File: config.mk
export PLATFORM = sky130hd
export DESIGN_NAME = pmbus_page_target
export DESIGN_NICKNAME = d
export VERILOG_FILES = /design/src/rtl/pmbus_page_target.sv
export SDC_FILE = /design/constraint.sdc
export NUM_CORES = 1
export LEC_CHECK = 0
export BUFFER_PORTS_ARGS = -buffer_cell sky130_fd_sc_hd__buf_2
export CAP_MARGIN = 30
export CORE_ASPECT_RATIO = 1.5
export CORE_MARGIN = 1
export CORE_UTILIZATION = 40
export DETAILED_ROUTE_END_ITERATION = 7
export GPL_ROUTABILITY_DRIVEN = 0
export GPL_TIMING_DRIVEN = 0
export PLACE_DENSITY = 0.61
export SYNTH_ARGS = -nofsm -noshare
export SYNTH_HDL_FRONTEND = slang
export SYNTH_SLANG_ARGS = --single-unit
export TNS_END_PERCENT = 30
File: constraint.sdc
create_clock -name clk -period 3.31 [get_ports clk]
set_input_delay 0.1655 -clock clk [delete_from_list [all_inputs] [get_ports clk]]
set_output_delay 0.1655 -clock clk [all_outputs]
set_load 0.1 [all_outputs]
File: src/rtl/pmbus_page_target.sv
module pmbus_page_target #(
  parameter int NREG = 4,
  parameter logic [7:0] WBASE = 8'h20,
  parameter logic [6:0] ARA = 7'h0C
) (
  input  logic       clk,
  input  logic       rst_n,
  input  logic [6:0] dev_addr,
  input  logic       ev_start,
  input  logic       ev_stop,
  input  logic       ev_byte,
  input  logic [7:0] rx_byte,
  input  logic       tx_take,
  output logic       ack,
  output logic [7:0] tx_byte,
  output logic       alert_n
);
  localparam int IW = (NREG > 1) ? $clog2(NREG) : 1;

  typedef enum logic [2:0] {P_IDLE, P_ADR, P_CMD, P_WDAT, P_RD, P_ARA} ph_t;

  function automatic logic [7:0] crc8(input logic [7:0] c, input logic [7:0] d);
    logic [7:0] x;
    x = c ^ d;
    for (int i = 0; i < 8; i++) x = x[7] ? ((x << 1) ^ 8'h07) : (x << 1);
    return x;
  endfunction

  function automatic logic is_word(input logic [7:0] c);
    return (int'(c) >= int'(WBASE)) && (int'(c) < int'(WBASE) + NREG);
  endfunction

  function automatic logic [1:0] cmd_len(input logic [7:0] c);
    if (is_word(c)) return 2'd2;
    if (c == 8'h00 || c == 8'h01) return 2'd1;
    return 2'd0;
  endfunction

  ph_t ph;
  logic cont, fault, ack_q;
  logic [7:0] cmd_q, crc;
  logic [15:0] stage;
  logic [2:0] cnt;
  logic [1:0] ridx, page;
  logic [NREG-1:0][15:0] rf0, rf1;

  logic [IW-1:0] widx;
  logic [1:0] len_q;
  logic [15:0] rdata;
  logic wr_ok;

  assign widx  = cmd_q[IW-1:0] - WBASE[IW-1:0];
  assign len_q = cmd_len(cmd_q);
  assign rdata = (cmd_q == 8'h00) ? {8'h00, page[1], 6'b0, page[0]} :
                 (cmd_q == 8'h01) ? {15'b0, fault} :
                 (page == 2'b01)  ? rf1[widx] : rf0[widx];
  assign wr_ok = (cnt == {1'b0, len_q} + 3'd1) && (crc == 8'h00);

  assign tx_byte = (ph == P_RD)  ? ((ridx < len_q) ? ((ridx == 2'd0) ? rdata[7:0] : rdata[15:8]) : crc) :
                   (ph == P_ARA) ? ((ridx == 2'd0) ? {dev_addr, 1'b0} : crc) : 8'hFF;
  assign ack     = ack_q;
  assign alert_n = ~fault;

  always_ff @(posedge clk or negedge rst_n) begin
    if (!rst_n) begin
      ph <= P_IDLE; cont <= 1'b0; fault <= 1'b0; ack_q <= 1'b0;
      cmd_q <= 8'h00; crc <= 8'h00; stage <= 16'h0; cnt <= 3'd0;
      ridx <= 2'd0; page <= 2'b00; rf0 <= '0; rf1 <= '0;
    end else if (ev_stop) begin
      if (ph == P_WDAT && cnt != 3'd0) begin
        if (!wr_ok) fault <= 1'b1;
        else if (cmd_q == 8'h00) begin
          if (!(stage[7] && !stage[0])) page <= {stage[7], stage[0]};
        end else if (is_word(cmd_q)) begin
          if (page != 2'b01) rf0[widx] <= stage;
          if (page != 2'b00) rf1[widx] <= stage;
        end
      end
      ph <= P_IDLE;
      cont <= 1'b0;
    end else if (ev_start) begin
      ph <= P_ADR;
      cont <= (ph == P_WDAT) && (cnt == 3'd0);
    end else if (ev_byte) begin
      ack_q <= 1'b0;
      case (ph)
        P_ADR: begin
          ridx <= 2'd0;
          cnt <= 3'd0;
          if (rx_byte[7:1] == dev_addr && !rx_byte[0]) begin
            ph <= P_CMD; ack_q <= 1'b1; crc <= crc8(8'h00, rx_byte);
          end else if (rx_byte[7:1] == dev_addr && cont) begin
            ph <= P_RD; ack_q <= 1'b1; crc <= crc8(crc, rx_byte);
          end else if (rx_byte[7:1] == ARA && rx_byte[0] && fault) begin
            ph <= P_ARA; ack_q <= 1'b1; crc <= crc8(8'h00, rx_byte);
          end else ph <= P_IDLE;
        end
        P_CMD: begin
          if (cmd_len(rx_byte) != 2'd0) begin
            ph <= P_WDAT; ack_q <= 1'b1; cmd_q <= rx_byte; crc <= crc8(crc, rx_byte);
          end else ph <= P_IDLE;
        end
        P_WDAT: begin
          ack_q <= 1'b1;
          crc <= crc8(crc, rx_byte);
          if (cnt == 3'd0) stage[7:0] <= rx_byte;
          if (cnt == 3'd1) stage[15:8] <= rx_byte;
          if (cnt != 3'd7) cnt <= cnt + 3'd1;
        end
        default: ;
      endcase
    end else if (tx_take && (ph == P_RD || ph == P_ARA)) begin
      crc <= crc8(crc, tx_byte);
      if (ridx != 2'd3) ridx <= ridx + 2'd1;
      if (ph == P_ARA && ridx == 2'd0) fault <= 1'b0;
    end
  end
endmodule

==> metrics.csv <==
stage;metric;value;unit
status;status;finished with violations;
status;violated checks;setup timing;
synthesis;Primary FF master, synth;dfrtp_1;
final_layout;share of post-route cells with drive strength above 1;0.3531;
final_layout;combined flip-flop and latch cell area;4329;um2
setup_path;FF-to-FF Start;cmd_q[3];
global_routing;number of global-route vias before repair;6916;
synthesis;Post-Syn Instances;812;
floorplanning;Die Y;191.2;um
clocking;clock sink total;173;
clocking;CTS tree;built;
floorplanning;die footprint;24510;um2
setup_path;crit path from;cmd_q[3];
setup_path;reg2reg end;crc[6];
global_routing;largest net degree at the start of global routing;94;
route;residual DRC count;0;
synthesis;Mapped Nets;849;
sta;RSZ-0062 raised after global routing;true;
setup_path;CP endpoint;crc[6];
pwr;total power;4.644;mW
synthesis;EDFF count, synth;0;
global_routing;GRT Total Usage;0.2312;
final_layout;cell area after layout;11470;um2
clocking;clk_lat worst skew;0.44;ns
clocking;CTS HTree Levels;4;
pwr;Pwr Density;404.7;nW/um2
global_routing;GR Overflow Total;0;
sta;final worst slack;-0.1165;ns
placement;pre-CTS setup slack;-0.9939;ns
setup_path;CP Capture Type;register;
sta;Hold Vio Cnt, Final;0;
clocking;Clock Tree Buf Depth;2;
synthesis;Cell Area, Synth;9549;um2
route;via count;6910;
floorplanning;initial core utilization;0.4111;
flow_run;maxcap violations;0;
floorplanning;area of the core;23230;um2
route;DRT Pass-1 Iters;5;
sta;WHS;0.01213;ns
setup_path;CP Launch Type;register;
final_layout;Area Growth Syn to Fin;20.15;%
clocking;clock-pin slew on the worst setup and hold paths;0.07;ns
sta;Tmin final;3.426;ns
pwr;Peak VDD IR;366.8;uV
global_routing;global-route wire length before repair;41020;um
floorplanning;Die W;128.2;um
placement;detailed placer's ending HPWL;18970;um
setup_path;Worst Setup Path Type;reg2reg;
sta;Worst-Margin Slew;0.9118;ns
placement;post-place instance area;10170;um2
global_routing;initial antenna violation count;0;
synthesis;Ys Warns;0;
final_layout;most frequent cells in the layout;173 x dfrtp_1, 129 x mux2_2, 46 x buf_4;
clocking;CTS buffer count;17;
setup_path;Worst path slowest cell;or4_4;
sta;fin. max-slew vios;0;
sta;final setup vio count;8;
final_layout;area of the multi-input gates;5147;um2
final_layout;antenna cells;0;
sta;Final period util;1.035;
sta;relative slew slack;0.3888;
synthesis;Mean Syn Cell Area;11.76;um2
final_layout;fillcell total;2089;
floorplanning;I/O pin count;31;
sta;Clock Skew;0.007067;ns
setup_path;Max FO, Critical Path;4;
synthesis;FF+latch count, synth;173;
setup_path;CP max stage delay;0.57;ns
route;DR WL/cell;22.33;um
setup_path;CP Cell Sequence;buf_4 > or4_4 > o41a_1 > buf_4 > or3_1 > or4_1 > o211ai_1 > xnor2_2 > xnor2_1 > o211ai_1 > o21a_1;
pwr;leakage power;5.252;nW
synthesis;Yosys cell types;73;
route;Routed WL;27340;um
sta;Max Clk Rate;0.2918;GHz
placement;Port Buf Inserts;25;
floorplanning;FP Rows;68;
setup_path;Req. time, crit path;3.64;ns
final_layout;Nets;933;
route;1st-iter DRT viols;525;
hold_path;Hold WC Path Type;in2reg;
synthesis;sequential area share after synthesis;0.4534;
clocking;root buffer cell;clkbuf_16;
route;antenna viol nets, final;0;
setup_path;Worst R2R Path Depth;11;
setup_path;Arr. time, crit path;3.75;ns
route;vias per cell;5.645;
final_layout;most common cell after layout, fill and taps aside;dfrtp_1;
setup_path;r2r setup slk;-0.12;ns
synthesis;Post-synth ARST share;1.000;
## through the flow
step,instances,setup TNS [ns],util
2_1_floorplan,812,-2.102,-
3_3_place_gp,1152,-225.85,0.4342
3_5_place_dp,1156,-92.35,0.4377
4_1_cts,1206,-0.3015,0.4790
5_1_grt,1224,-3.280,0.4940
6_report,1224,-0.5271,0.4940
## kinds of logic after synthesis
group	after synthesis	synth area share
simple gates	182	0.09932
xor+xnor	48	0.04625
compound gates	108	0.07941
buf+inv	77	0.03446
flops	173	0.4534
fa+ha+maj	16	0.02096
mux	208	0.2662
## layout make-up
| cell class | count | area share |
|---|---|---|
| Clock buffer | 20 | 0.03980 |
| Tap cell | 315 | 0.03435 |
| Multi-Input combinational cell | 562 | 0.4486 |
| Clock inverter | 12 | 0.01178 |
| Sequential cell | 173 | 0.3773 |
| Inverter | 24 | 0.007852 |
| Buffer | 51 | 0.03130 |
| Timing Repair Buffer | 67 | 0.04896 |
## layer usage
metal  vias up  share of wire  wire (um)  track usage
li1       3125              -          -            -
met1      3558           0.39      10670       0.2579
met2       177           0.53      14620       0.4137
met3        50          0.032        873      0.03638
met4         0          0.043       1179       0.1339
met5         -              0          0            0
## critical path, delay by kind of cell (launching register included)
kind	cells	cell delay, ns
AO/OA/AOI/OAI	4	0.91
XOR/XNOR	2	0.37
buffers and inverters	2	0.31
flip-flops	1	0.43
AND/OR/NAND/NOR	3	1.30
## worst min path at each step
stage,from,depth (start not counted),end,slack (ns)
global route,ev_stop,2,cont,0.004
finish,ev_stop,2,cont,0.01
CTS,ev_stop,2,cont,0.005
global placement,ev_start,2,ph[2],0.43
floorplan,rst_n,0,ack,-0.13
detailed placement,rst_n,1,rf1[45],0.19
## power breakdown
part           internal (mW)  switching [mW]
sequential              2.13          0.0197
combinational          0.174           0.285
clock                   1.16           0.876
total                   3.46            1.18
## state kept, by name, indices dropped and copies added (netlist names)
register	cells
page	2
stage	16
ph	3
ridx	2
cnt	3
cmd_q	8
cont	1
ack	1
fault	1
rf0	64
rf1	64
crc	8
## timing repair
| action | in CTS | in global routing |
|---|---|---|
| gates cloned | 0 | 2 |
| endpoints found under the setup margin | 144 | 82 |
| hold endpoints to repair | 82 | 0 |
| pin swaps | 18 | 10 |
| resized for setup | 68 | 37 |
| setup buffers | 18 | 17 |
| hold buffers | 2 | 0 |
## cell usage after synthesis, drive strengths merged, types with 2 or more instances
master	number	share of area
dfrtp	173	0.45
mux2	158	0.19
nand2	43	0.017
xnor2	39	0.037
nor2	33	0.013
clkbuf	32	0.013
mux2i	29	0.030
inv	24	0.0094
nand3	23	0.012
a21oi	21	0.011
buf	21	0.012
mux4	21	0.050
nor3	17	0.0094
o21ai	17	0.0089
a211oi	16	0.013
ha	16	0.021
nand2b	9	0.0059
nor2b	9	0.0059
or3	9	0.0059
xor2	8	0.0073
a31oi	7	0.0046
and3b	7	0.0064
a21o	6	0.0047
and3	6	0.0039
nor4	6	0.0039
o211ai	5	0.0039
nand4	4	0.0026
a2111oi	3	0.0028
a21boi	3	0.0024
nor3b	3	0.0024
o21a	3	0.0024
or2	3	0.0020
a211o	2	0.0018
a22o	2	0.0018
a311oi	2	0.0018
nand3b	2	0.0016
nor4b	2	0.0018
nor4bb	2	0.0021
o22ai	2	0.0013
o41ai	2	0.0026
or4	2	0.0020
(Power assumes the default switching activity.)
